## src/rtl/vdx_pkg.sv

```systemverilog
package vdx_pkg;

  typedef enum logic [1:0] {
    FMT_444    = 2'd0,
    FMT_422_2P = 2'd1,
    FMT_422_1P = 2'd2,
    FMT_ALT444 = 2'd3
  } fmt_e;

  localparam logic [1:0] PH_PB = 2'd0;
  localparam logic [1:0] PH_YA = 2'd1;
  localparam logic [1:0] PH_PR = 2'd2;
  localparam logic [1:0] PH_YB = 2'd3;

  localparam int CH_Y  = 0;
  localparam int CH_PB = 1;
  localparam int CH_PR = 2;
  localparam int NCH   = 3;

  function automatic logic is_sub(fmt_e f);
    return (f == FMT_422_2P) || (f == FMT_422_1P);
  endfunction

  // phase of the sample registered at the next edge
  function automatic logic [1:0] phase_after(logic [1:0] ph, logic incoming, logic current);
    return (incoming && current) ? ph + 2'd1 : PH_PB;
  endfunction

  // latency from input register to output, per channel
  function automatic int chan_lat(fmt_e f, int ch, int base);
    int extra;
    extra = 0;
    if (ch == CH_Y && is_sub(f)) extra = 1;
    if (ch == CH_PB && f == FMT_422_2P) extra = 1;
    if (ch == CH_PB && f == FMT_422_1P) extra = 2;
    return base + extra;
  endfunction

endpackage

```

## src/rtl/vdx_capture.sv

```systemverilog
module vdx_capture #(
  parameter int W = 10
) (
  input  logic         clk,
  input  logic         rst_n,
  input  logic         blank_n,
  input  logic [W-1:0] in_y,
  input  logic [W-1:0] in_b,
  input  logic [W-1:0] in_r,
  output logic [W-1:0] y_q,
  output logic [W-1:0] b_q,
  output logic [W-1:0] r_q,
  output logic         act_q
);
  always_ff @(posedge clk) begin
    if (!rst_n) begin
      y_q   <= '0;
      b_q   <= '0;
      r_q   <= '0;
      act_q <= 1'b0;
    end else begin
      y_q   <= in_y;
      b_q   <= in_b;
      r_q   <= in_r;
      act_q <= blank_n;
    end
  end
endmodule

```

## src/rtl/vdx_sequencer.sv

```systemverilog
module vdx_sequencer import vdx_pkg::*; (
  input  logic       clk,
  input  logic       rst_n,
  input  logic       blank_n,
  input  logic       act_q,
  output logic [1:0] ph
);
  always_ff @(posedge clk) begin
    if (!rst_n) ph <= PH_PB;
    else        ph <= phase_after(ph, blank_n, act_q);
  end

  // first active sample after a release is blue-difference
  p_phase_restart_r6: assert property (@(posedge clk) disable iff (!rst_n)
    $rose(act_q) |-> (ph == PH_PB));

  // consecutive active samples step through the group of four
  p_phase_step_r4: assert property (@(posedge clk) disable iff (!rst_n)
    (act_q && $past(act_q)) |-> (ph == $past(ph) + 2'd1));
endmodule

```

## src/rtl/vdx_router.sv

```systemverilog
module vdx_router import vdx_pkg::*; #(
  parameter int W = 10
) (
  input  logic         clk,
  input  logic         rst_n,
  input  fmt_e         fmt,
  input  logic         act_q,
  input  logic [1:0]   ph,
  input  logic [W-1:0] y_q,
  input  logic [W-1:0] b_q,
  input  logic [W-1:0] r_q,
  output logic [W-1:0] h_y,
  output logic [W-1:0] h_pb,
  output logic [W-1:0] h_pr
);
  logic         ld_y, ld_pb, ld_pr;
  logic [W-1:0] src_pb, src_pr;
  logic         sub;

  assign sub = is_sub(fmt);

  always_comb begin
    ld_y   = 1'b1;
    ld_pb  = 1'b1;
    ld_pr  = 1'b1;
    src_pb = b_q;
    src_pr = r_q;
    case (fmt)
      FMT_422_2P: begin
        ld_y   = act_q;
        ld_pb  = act_q && !ph[0];
        ld_pr  = act_q && ph[0];
        src_pb = r_q;
        src_pr = r_q;
      end
      FMT_422_1P: begin
        ld_y   = act_q && ph[0];
        ld_pb  = act_q && (ph == PH_PB);
        ld_pr  = act_q && (ph == PH_PR);
        src_pb = y_q;
        src_pr = y_q;
      end
      default: ;
    endcase
  end

  always_ff @(posedge clk) begin
    if (!rst_n) begin
      h_y  <= '0;
      h_pb <= '0;
      h_pr <= '0;
    end else begin
      if (ld_y)  h_y  <= y_q;
      if (ld_pb) h_pb <= src_pb;
      if (ld_pr) h_pr <= src_pr;
    end
  end

  // a colour-difference sample never loads both components
  p_chroma_excl_r3: assert property (@(posedge clk) disable iff (!rst_n)
    sub |-> !(ld_pb && ld_pr));

  // in single-port mode a luma slot carries no colour-difference
  p_luma_slot_r4: assert property (@(posedge clk) disable iff (!rst_n)
    (fmt == FMT_422_1P && ld_y) |-> (!ld_pb && !ld_pr));

  // blanked samples leave every hold register unchanged
  p_blank_hold_r9: assert property (@(posedge clk) disable iff (!rst_n)
    (sub && !act_q && $stable(fmt)) |=> ($stable(h_y) && $stable(h_pb) && $stable(h_pr)));
endmodule

```

## src/rtl/vdx_delay.sv

```systemverilog
module vdx_delay #(
  parameter int W     = 10,
  parameter int DEPTH = 8,
  parameter int SELW  = $clog2(DEPTH)
) (
  input  logic            clk,
  input  logic            rst_n,
  input  logic [W-1:0]    d,
  input  logic [SELW-1:0] sel,
  output logic [W-1:0]    q
);
  logic [W-1:0] stage [DEPTH];

  always_ff @(posedge clk) begin
    if (!rst_n) begin
      for (int i = 0; i < DEPTH; i++) stage[i] <= '0;
    end else begin
      stage[0] <= d;
      for (int i = 1; i < DEPTH; i++) stage[i] <= stage[i-1];
    end
  end

  assign q = (int'(sel) < DEPTH) ? stage[sel] : stage[DEPTH-1];
endmodule

```

## src/rtl/video_fmt_demux.sv

```systemverilog
module video_fmt_demux import vdx_pkg::*; #(
  parameter int W        = 10,
  parameter int BASE_LAT = 7
) (
  input  logic         clk,
  input  logic         rst_n,
  input  logic [1:0]   fmt_sel,
  input  logic         blank_n,
  input  logic [W-1:0] in_y,
  input  logic [W-1:0] in_b,
  input  logic [W-1:0] in_r,
  output logic [W-1:0] out_y,
  output logic [W-1:0] out_pb,
  output logic [W-1:0] out_pr
);
  localparam int DEPTH = BASE_LAT + 1;
  localparam int SELW  = $clog2(DEPTH);

  fmt_e         fmt;
  logic [W-1:0] y_q, b_q, r_q;
  logic         act_q;
  logic [1:0]   ph;
  logic [W-1:0] h_y, h_pb, h_pr;
  logic [W-1:0] hold [NCH];
  logic [W-1:0] tap  [NCH];

  assign fmt = fmt_e'(fmt_sel);

  vdx_capture #(.W(W)) u_cap (
    .clk(clk), .rst_n(rst_n), .blank_n(blank_n),
    .in_y(in_y), .in_b(in_b), .in_r(in_r),
    .y_q(y_q), .b_q(b_q), .r_q(r_q), .act_q(act_q)
  );

  vdx_sequencer u_seq (
    .clk(clk), .rst_n(rst_n), .blank_n(blank_n), .act_q(act_q), .ph(ph)
  );

  vdx_router #(.W(W)) u_rt (
    .clk(clk), .rst_n(rst_n), .fmt(fmt), .act_q(act_q), .ph(ph),
    .y_q(y_q), .b_q(b_q), .r_q(r_q),
    .h_y(h_y), .h_pb(h_pb), .h_pr(h_pr)
  );

  assign hold[CH_Y]  = h_y;
  assign hold[CH_PB] = h_pb;
  assign hold[CH_PR] = h_pr;

  for (genvar c = 0; c < NCH; c++) begin : g_ch
    logic [SELW-1:0] sel;
    // capture and hold stages account for two of the clocks
    assign sel = SELW'(chan_lat(fmt, c, BASE_LAT) - 2);
    vdx_delay #(.W(W), .DEPTH(DEPTH)) u_dl (
      .clk(clk), .rst_n(rst_n), .d(hold[c]), .sel(sel), .q(tap[c])
    );
  end

  assign out_y  = tap[CH_Y];
  assign out_pb = tap[CH_PB];
  assign out_pr = tap[CH_PR];

  // a reset edge leaves code 0 on all outputs
  p_reset_zero_r1: assert property (@(posedge clk)
    !rst_n |=> (out_y == '0 && out_pb == '0 && out_pr == '0));
endmodule

```

## config.mk

```make
export PLATFORM = sky130hd
export DESIGN_NAME = video_fmt_demux
export DESIGN_NICKNAME = d
export VERILOG_FILES = /design/src/rtl/vdx_pkg.sv /design/src/rtl/vdx_capture.sv /design/src/rtl/vdx_sequencer.sv /design/src/rtl/vdx_router.sv /design/src/rtl/vdx_delay.sv /design/src/rtl/video_fmt_demux.sv
export SDC_FILE = /design/constraint.sdc
export NUM_CORES = 1
export LEC_CHECK = 0
export ABC_CLOCK_PERIOD_IN_PS = 2500
export CAP_MARGIN = 20
export CORE_ASPECT_RATIO = 1.4
export CORE_UTILIZATION = 49
export DETAILED_ROUTE_END_ITERATION = 7
export PLACE_DENSITY = 0.81
export SETUP_SLACK_MARGIN = 0.02
export SLEW_MARGIN = 20
export SYNTH_ARGS = -nofsm -noshare
export SYNTH_HDL_FRONTEND = slang
export SYNTH_SLANG_ARGS = --single-unit
```

## constraint.sdc

```tcl
create_clock -name clk -period 2.5 [get_ports clk]
set_input_delay 0.5 -clock clk [delete_from_list [all_inputs] [get_ports clk]]
set_output_delay 0.5 -clock clk [all_outputs]
set_load 0.01 [all_outputs]
```

Word-level counts from Yosys, hierarchy flattened. Memory sizes are Yosys's and may differ from the RTL's. Index checks and enable logic that the tools add are counted.

Bits in writable memories: 240. Memories: 3. Register bits: 63. Output and inout port bits: 30.

$add $sub $neg: 5. Reduce and logical (&&, ||, !) cells: 9. Bitwise gates (word level): 24. Equal/unequal tests: 3. Muxes and demuxes: 34.

Memory list: g_ch[0].u_dl.stage (depth 8, bits a word 10, rd ports 8, clocked after Yosys merged registers in 0, write ports 8, RTL line vdx_delay.sv:12) `logic [W-1:0] stage [DEPTH];`; g_ch[1].u_dl.stage (depth 8, bits a word 10, rd ports 8, clocked after Yosys merged registers in 0, write ports 8, RTL line vdx_delay.sv:12); g_ch[2].u_dl.stage (depth 8, bits a word 10, rd ports 7, clocked after Yosys merged registers in 0, write ports 8, RTL line vdx_delay.sv:12).

Operators with widths (count): $mux W10 (25); $or A1 B1 Y1 (24); $pmux W10 S2 (1); $pmux W1 S2 (3); $sub A3 B2 Y3 const B (2); $logic_and A1 B1 Y1 (5); $eq A2 B2 Y1 const B (2); $mux W1 (4); $add A3 B1 Y3 const A (1); $add A3 B2 Y3 const A (1); $add A2 B1 Y2 const B (1); $eq A2 B1 Y1 const B (1); $logic_not A2 Y1 (1); $mux W2 (1); $reduce_and A2 Y1 (1); $logic_not A1 Y1 (1); $logic_or A1 B1 Y1 (1).

Depth between registers and ports, before layout. Gate-level depths: netlist of the first run. An unclocked memory read counts as a cell.

Word-level depth: 6. Gate-level depth with buffers: 7.

Hierarchy. Synthesis of the first run repeated with hierarchy kept, for this count alone.

Cell total of the unflattened synthesis: 869. Area, all modules: 10929.2 um2.

Modules (own cells, without submodules): vdx_delay (seq. area each 1601.5 um2, area an instance 2803.9 um2, cells an instance 203, instances 3); vdx_router (seq. area each 600.6 um2, area an instance 1536.5 um2, cells an instance 180, instances 1); vdx_capture (seq. area each 620.6 um2, area an instance 868.3 um2, cells an instance 65, instances 1); vdx_sequencer (seq. area each 40.0 um2, area an instance 61.3 um2, cells an instance 6, instances 1); video_fmt_demux (seq. area each 0.0 um2, area an instance 51.3 um2, cells an instance 9, instances 1).

Least setup slack after synthesis of the first run. OpenSTA, ideal clock, no wires.

Path kind: input to output. Start: input port fmt_sel[0]. End: output port out_pb[0]. Arrival time: 1.787 ns. Required time: 2.000 ns. Slack: 0.213 ns. Cell stages on the path: 6. Cell sequence: inv_1 > ha_1 > buf_2 > clkbuf_1 > buf_4 > mux4_2.

Word-level cells in the longest chain between the ends: 6. Elaborated cells between the ends (all ways): 7. Those cells by class: add/sub (2); eq/ne (2); mux (2); memory (1).

Ends and longest elaborated chain: start: declaration (RTL line video_fmt_demux.sv:7) `input logic [1:0] fmt_sel,`; $eq A2 B1 Y1 (RTL line vdx_pkg.sv:34) `if (ch == CH_PB && f == FMT_422_2P) extra = 1;`; $mux W1 (RTL line vdx_pkg.sv:34); $mux W2 * (RTL line vdx_pkg.sv:35) `if (ch == CH_PB && f == FMT_422_1P) extra = 2;`; $add A3 B2 Y3 * (RTL line vdx_pkg.sv:36) `return base + extra;`; $sub A3 B2 Y3 * (RTL line video_fmt_demux.sv:52) `assign sel = SELW'(chan_lat(fmt, c, BASE_LAT) - 2);`; $mem_v2 Z8 W10 *; end: declaration (RTL line video_fmt_demux.sv:13) `output logic [W-1:0] out_pb,`.

Every way passes the cells marked *; elsewhere a longest branch is shown, timed or not.

Worst setup path after layout of the first run.
Start: input port fmt_sel[0]. End: output port out_pb[3].

Same word-level chain as after synthesis.

==> results.tsv, run 1 <==
metric	value	unit
post-route ant nets	0	
Worst-Skew Late Latency	0.50	ns
Post-DP HPWL	8.203	mm
synthesized cell area	0.008747	mm²
fin crit share	99.28	%
Hold Crit Class	reg -> reg	
Max FO, Critical Path	5	
Power Density	806.9	mW/mm²
Rows	57	
maxcap violations	0	
RD Place Congestion	0.7172	
final wirelength	13.01	mm
top_reg_cell synth	dfxtp_1	
CTS buffer count	24	
Avg Inst Size Synth	11.88	µm²
fillers	1424	
Synth Register Bits	273	
clk slew on worst S/H paths	0.06	ns
Core Area	0.01740	mm²
Mapped Nets	776	
die height	160.1	µm
vias in the first global route	4653	
Synth-to-Final Area Change	19.80	%
Async SR Flop Fraction	0	%
synth top area cells	dfxtp_1 (62%), and2_1 (16%), mux2_2 (3.9%)	
Worst-Margin Slew	0.6661	ns
Final nets	833	
Clock Skew	0.004512	ns
Syn Inst Count	736	
largest net degree at the start of global routing	92	
share of the synthesized area in the top cell type	62.48	%
Max H-tree Level	1	
RR Startpoint	u_seq.ph[0]$_SDFF_PN0_	
hold endpoint	g_ch[0].u_dl.stage[5][9]$_SDFF_PN0_	
first-pass GRT wire length	21.81	mm
DRT iter0 DRCs	202	
Final Setup Violations	0	
CTS sink cnt	273	
number of distinct library cells after synthesis	25	
leading area contributor after synthesis	dfxtp_1	
Worst Reg-to-Reg Cells	6	
WL per Instance	12.44	µm
LEAKAGE	4.497	nW
outcome	complete, no violations	
Final min period	2.482	ns
IO Pins	65	
hold path cells	1	
Clock Path Buffers	3	
drt pass-1 iters	4	
relative slew slack	55.59	%
Crit path arrival time	1.98	ns
gr usage total	14.82	%
Seq. cell area	0.005465	mm²
CP Capture Type	output port	
share of layout cells above drive strength 1	15.56	%
die width	114.9	µm
RSZ-0062 raised after global routing	true	
Hold Buf Count CTS	0	
fin util	60.22	%
Ys Warns	0	
Final Hold Fails	0	
DRC	0	
Startpoint Class	input port	
reg2reg end	u_rt.h_pr[0]$_SDFFE_PN0P_	
TritonCTS clock tree	yes	
Vias/cell	4.506	
GRT overflow	0	
CP Class	in -> out	
Design Power	0.008455	W
Worst Path Required	2.00	ns
via count	4713	
area of the multi-input gates	0.002933	mm²
Max Clk Rate	402.9	MHz
worst hold path startpoint	g_ch[0].u_dl.stage[4][9]$_SDFF_PN0_	
Starting Density	50.27	%
Port Buffers	64	
antenna fix cells	0	
die area	0.01840	mm²
top-count cell post-synth	dfxtp_1	
reg-to-reg slack, setup	0.76	ns
Worst VDD drop	0.0004282	V
number of enable flip-flop cells after synthesis	0	
Final Max Tran Viols	0	
initial antenna violation count	0	
Commonest cells post-synth	dfxtp_1 (273), and2_1 (221), mux2_2 (30), mux2i_1 (30), nand2_1 (30)	
sequential area share after synthesis	62.48	%
Clock Root Buffer	clkbuf_16	
## repair_timing
action / CTS / global route
endpoints found under the setup margin: 20 / 8
setup buffers: 2 / 0
resized for setup: 57 / 8
pin swaps: 1 / 1
cloned: 2 / 0
## stage by stage
| step | TNS [ns] | setup WS [ns] | instance area [µm²] | hold slack, ns | instances |
|---|---|---|---|---|---|
| final | 0 | 0.01811 | 10480 | 0.4217 | 1046 |
| after global routing | -0.03012 | -0.02773 | 10480 | 0.4372 | 1046 |
| after global placement | -12.08 | -0.7167 | 9595 | 0.4075 | 999 |
| after floorplan | 0 | 0.2128 | 8747 | 0.4040 | 736 |
| after CTS | 0 | 0.01705 | 10460 | 0.4249 | 1046 |
| after detailed placement | -13.51 | -0.7367 | 9595 | 0.4121 | 999 |
## how the worst max path moves through the flow
stage	start	end	slack [ns]	cells past startpoint
after floorplan	fmt_sel[0]	out_pb[0]	0.21	6
after global placement	fmt_sel[0]	out_pb[3]	-0.72	7
after detailed placement	fmt_sel[1]	out_pb[3]	-0.74	6
after CTS	fmt_sel[0]	out_pb[3]	0.02	8
after global routing	fmt_sel[0]	out_pb[3]	-0.03	8
final	fmt_sel[0]	out_pb[3]	0.02	8
## worst max-delay path, cell delays in order
cell and delay (ns):
buf_8 0.10, inv_6 0.05, ha_4 0.16, buf_12 0.12, buf_16 0.12, mux2_4 0.29, mux4_2 0.49, buf_6 0.14
## registers in the layout, summed over array words and instances, names as in the netlist
| signal | cells |
|---|---|
| u_cap.act_q | 1 |
| u_cap.y_q | 10 |
| u_rt.h_y | 10 |
| u_cap.r_q | 10 |
| u_cap.b_q | 10 |
| g_ch.u_dl.stage | 210 |
| u_rt.h_pr | 10 |
| u_rt.h_pb | 10 |
| u_seq.ph | 2 |
## layer usage
layer	part of all wire, %	global-route usage, %	vias to the layer above
met5	0	0	-
met4	2.6	5.549	0
met3	3.6	2.239	29
met2	51	27.08	80
met1	43	17.13	2169
li1	-	-	2435
## cell families (layout without fill, tap and decap cells)
| kind of cell | count (synthesis) | after routing | share of synthesized area [%] |
|---|---|---|---|
| simple gates | 285 | 285 | 19.40 |
| fa+ha+maj | 5 | 5 | 0.7152 |
| mux | 80 | 80 | 11.59 |
| buf+inv | 78 | 152 | 4.177 |
| compound gates | 15 | 15 | 1.645 |
| flops | 273 | 273 | 62.48 |
## power breakdown
group | switching, W | total, W | internal (W) | leakage [nW]
Sequential | 0.0000391 | 0.00449 | 0.00445 | 2.21
Clock | 0.00147 | 0.00353 | 0.00206 | 0.386
Combinational | 0.000201 | 0.000429 | 0.000229 | 1.90
## layout by cell type (no fill, tap or decap)
cell type	n
a21o_1	1
a21oi_1	1
a21oi_4	1
a221o_1	10
a22o_1	1
a31oi_1	1
and2_1	221
and3_1	2
buf_12	6
buf_16	2
buf_2	3
buf_4	14
buf_6	7
buf_8	1
clkbuf_1	4
clkbuf_16	25
clkbuf_2	1
clkbuf_8	8
clkdlybuf4s50_1	51
clkinv_2	4
clkinvlp_4	2
dfxtp_1	273
ha_1	4
ha_4	1
inv_1	23
inv_6	1
mux2_2	29
mux2_4	11
mux2i_1	30
mux4_2	10
nand2_1	30
nand2b_1	11
nand3_1	10
nor2b_1	10
or2b_1	1
## area by class of cell
cell class	instances	share of cell area (%)
clock inverters	6	0.3343
inverters	24	0.9075
clock buffers	37	7.164
flip-flops and latches	273	52.16
multi-input cells	385	27.99
well taps	236	2.818
repair buffers	85	8.633
Note: power is estimated with default switching activity, not from simulation.
==> run 2: changes to the inputs <==
--- a/config.mk
+++ b/config.mk
@@ -9,10 +9,10 @@
 export CAP_MARGIN = 20
 export CORE_ASPECT_RATIO = 1.4
 export CORE_UTILIZATION = 49
+export CTS_CLUSTER_SIZE = 25
 export DETAILED_ROUTE_END_ITERATION = 7
 export PLACE_DENSITY = 0.81
 export SETUP_SLACK_MARGIN = 0.02
-export SLEW_MARGIN = 20
 export SYNTH_ARGS = -nofsm -noshare
 export SYNTH_HDL_FRONTEND = slang
 export SYNTH_SLANG_ARGS = --single-unit
==> results of run 2 <==
No change in the layout: final DEF, timing and power equal those of run 1.
==> run 3: changes to the inputs <==
--- a/config.mk
+++ b/config.mk
@@ -7,12 +7,12 @@
 export LEC_CHECK = 0
 export ABC_CLOCK_PERIOD_IN_PS = 2500
 export CAP_MARGIN = 20
-export CORE_ASPECT_RATIO = 1.4
 export CORE_UTILIZATION = 49
 export CTS_CLUSTER_SIZE = 25
 export DETAILED_ROUTE_END_ITERATION = 7
-export PLACE_DENSITY = 0.81
+export PLACE_DENSITY = 0.8
 export SETUP_SLACK_MARGIN = 0.02
 export SYNTH_ARGS = -nofsm -noshare
 export SYNTH_HDL_FRONTEND = slang
+export SYNTH_HIERARCHICAL = 1
 export SYNTH_SLANG_ARGS = --single-unit
==> results.tsv, run 3 <==
metric	value	unit	change
outcome	finished, violations left		
violations in the final reports	setup timing		
CTS sink cnt	303		+11%
Syn Inst Count	869		+18%
RD Place Congestion	0.7853		+9.5%
max FFs per register	240		+14%
fin crit share	103.7	%	+4.4 points
WP buf/inv	5		unchanged
sequential area share after synthesis	55.50	%	-7.0 points
Worst VDD drop	0.0003896	V	-9.0%
maxcap violations	0		unchanged
drt pass-1 iters	5		+1
final wirelength	19.95	mm	+53%
Ys Warns	6		+6
Commonest cells post-synth	dfxtp_1 (303), and2_1 (240), mux4_1 (60), clkbuf_1 (40), nand2_1 (32)		
Power Density	784.0	mW/mm²	-2.8%
P_int	0.008151	W	+21%
Clock Root Buffer	clkbuf_16		
CP Class	in -> out		
Final Max Tran Viols	0		unchanged
Final WS setup	-0.09156	ns	-0.1097 ns
number of distinct library cells after synthesis	27		+8.0%
hold path cells	3		+2
share of layout cells above drive strength 1	20.54	%	+5.0 points
largest net degree at the start of global routing	85		-7.6%
Comb pwr share	5.7	%	+0.6 points
Clock Skew	0.01074	ns	+0.006233 ns
IO Pins	65		unchanged
die area	0.02291	mm²	+25%
antenna fix cells	0		unchanged
Avg Inst Size Synth	12.58	µm²	+5.8%
Clock Path Buffers	3		unchanged
top_reg_cell synth	dfxtp_1		
commonest non-fill, non-tap cell in the layout	dfxtp_1		
Synth Register Bits	303		+11%
Flop pwr share	48.6	%	-4.5 points
Max FO, Critical Path	6		+1
Slowest-stage cell, CP	mux4_2		
number of enable flip-flop cells after synthesis	0		unchanged
Sw Share	20.61	%	+0.40 points
leading area contributor after synthesis	dfxtp_1		
Core Area	0.02182	mm²	+25%
Design Power	0.01027	W	+21%
vias in the first global route	6241		+34%
reg-to-reg slack, setup	0.79	ns	+0.03 ns
RR Startpoint	u_cap/act_q$_SDFF_PN0_		
Final min period	2.592	ns	+0.1097 ns
DRC	0		unchanged
RSZ-0062 raised after global routing	true		
WL per Instance	16.04	µm	+29%
Rows	54		-5.3%
Synth-to-Final Area Change	19.82	%	about the same
Async SR Flop Fraction	0	%	unchanged
critical path cell sequence	buf_8 -> inv_4 -> ha_4 -> buf_8 -> buf_6 -> mux4_2 -> mux2_4 -> buf_6		
Worst Reg-to-Reg Cells	4		-2
Post-DP HPWL	12.22	mm	+49%
Max Clk Rate	385.9	MHz	-4.2%
Hold Crit Class	in -> reg		
synthesized cell area	0.01093	mm²	+25%
share of the synthesized area in the top cell type	55.50	%	-7.0 points
Worst Path Required	2.00	ns	about the same
top-count cell post-synth	dfxtp_1		
crit-path leading delay family	multiplexers		
Startpoint Class	input port		
synth top area cells	dfxtp_1 (56%), mux4_1 (14%), and2_1 (14%)		
TritonCTS clock tree	yes		
CTS buffer count	30		+25%
NetSw	0.002116	W	+24%
Starting Density	50.08	%	-0.19 points
via count	6293		+34%
Port Buffers	64		unchanged
setup_tns	-0.6902	ns	-0.6902 ns
clock network power share	45.7	%	+3.9 points
largest register by flop count	g_ch.u_dl/stage		
die width	151.3	µm	+32%
die height	151.3	µm	-5.5%
worst stage delay on the critical path	0.50	ns	about the same
GRT overflow	0		unchanged
clk slew on worst S/H paths	0.06	ns	about the same
Worst-Margin Slew	0.6868	ns	+0.02071 ns
post-route ant nets	0		unchanged
most frequent cells in the layout	dfxtp_1 (303), and2_1 (240), nand2_1 (32), mux4_1 (32)		
Max H-tree Level	1		unchanged
relative slew slack	54.21	%	-1.4 points
Final Setup Violations	15		+15
worst hold path startpoint	rst_n		
LEAKAGE	5.590	nW	+24%
DRT iter0 DRCs	450		+120%
reg2reg end	u_rt/h_pr[3]$_SDFFE_PN0P_		
initial antenna violation count	0		unchanged
gr usage total	17.90	%	+3.1 points
Final nets	982		+18%
first-pass GRT wire length	32.21	mm	+48%
Final Hold Fails	0		unchanged
CP Capture Type	output port		
Crit path arrival time	2.09	ns	+0.11 ns
Worst-Skew Late Latency	0.53	ns	+0.03 ns
hold endpoint	u_rt/h_y[1]$_SDFFE_PN0P_		
Vias/cell	5.059		+12%
[run 3: changes by cell type after synthesis, moves of 11 or more]
cell and delta:
and2_1 +19, and2_2 +31, buf_4 -12, clkbuf_1 +11
dfxtp_1 +30, inv_1 -18, mux4_1 +60
[run 3: layout make-up]
type	count	area, µm²
fillers	1704	8728
flip-flops and latches	303	6066
multi-input cells	505	4554
repair buffers	96	1031
clock buffers	44	904.6
well taps	280	350.3
clock inverters	10	157.7
inverters	6	31.28
[run 3: worst max path at each step]
stage	from	to	slack (ns)	cells after the start
6_report	fmt_sel[0]	out_y[4]	-0.09	8
4_1_cts	fmt_sel[0]	out_y[4]	-0.15	9
3_5_place_dp	fmt_sel[0]	out_y[4]	-0.99	7
5_1_grt	fmt_sel[0]	out_y[4]	-0.13	8
2_1_floorplan	fmt_sel[0]	out_y[0]	0.17	5
3_3_place_gp	fmt_sel[0]	out_y[3]	-0.93	7
[run 3: logic make-up after synthesis]
kind of cell    share of synthesized area [%]
xor+xnor                              0.08015
mux                                     19.35
fa+ha+maj                              0.5724
simple gates                            18.86
buf+inv                                 2.851
other cells                           0.06871
flops                                   55.50
compound gates                          2.725
[run 3: routing by layer]
layer	part of all wire (%)	track usage, %	up-vias
met5	0	0	-
met4	1.7	5.050	0
met3	4.4	2.771	26
met2	46	28.58	138
met1	48	25.09	3036
li1	-	-	3093
[run 3: repair_timing]
action / CTS / global route
gates cloned: 5 / 0
setup endpoints to repair: 30 / 20
buffers inserted: 14 / 0
endpoints found under the hold margin: 0 / 0
resized for setup: 165 / 32
hold buffers: 0 / 0
pin swaps: 1 / 1
[run 3: metrics by stage]
stage	area, µm²	hold slack [ns]	cells	setup WS (ns)	utilization (%)
floorplan	10950	0.4208	874	0.1710	-
global placement	11880	0.4254	1180	-0.9270	54.43
detailed placement	11880	0.4340	1180	-0.9880	54.43
CTS	13170	0.2940	1252	-0.1468	60.34
global route	13100	0.3075	1244	-0.1305	60.00
finish	13100	0.3208	1244	-0.09156	60.00
[run 3: power by group through the flow]
| stage | Combinational, W | Sequential, W | Clock [W] |
|---|---|---|---|
| CTS | 0.000616 | 0.00499 | 0.00479 |
| finish | 0.000584 | 0.00499 | 0.00469 |
| global route | 0.000634 | 0.00500 | 0.00501 |
| detailed placement | 0.000499 | 0.00510 | 0 |
| floorplan | 0.000350 | 0.00507 | 0 |
| global placement | 0.000490 | 0.00509 | 0 |
[run 3: worst reg2reg max path, stage by stage, from the launching register on]
cell     delay (ns)
dfxtp_1        0.37
nor2b_1        0.14
buf_4          0.22
a311o_1        0.64
mux2i_1        0.26
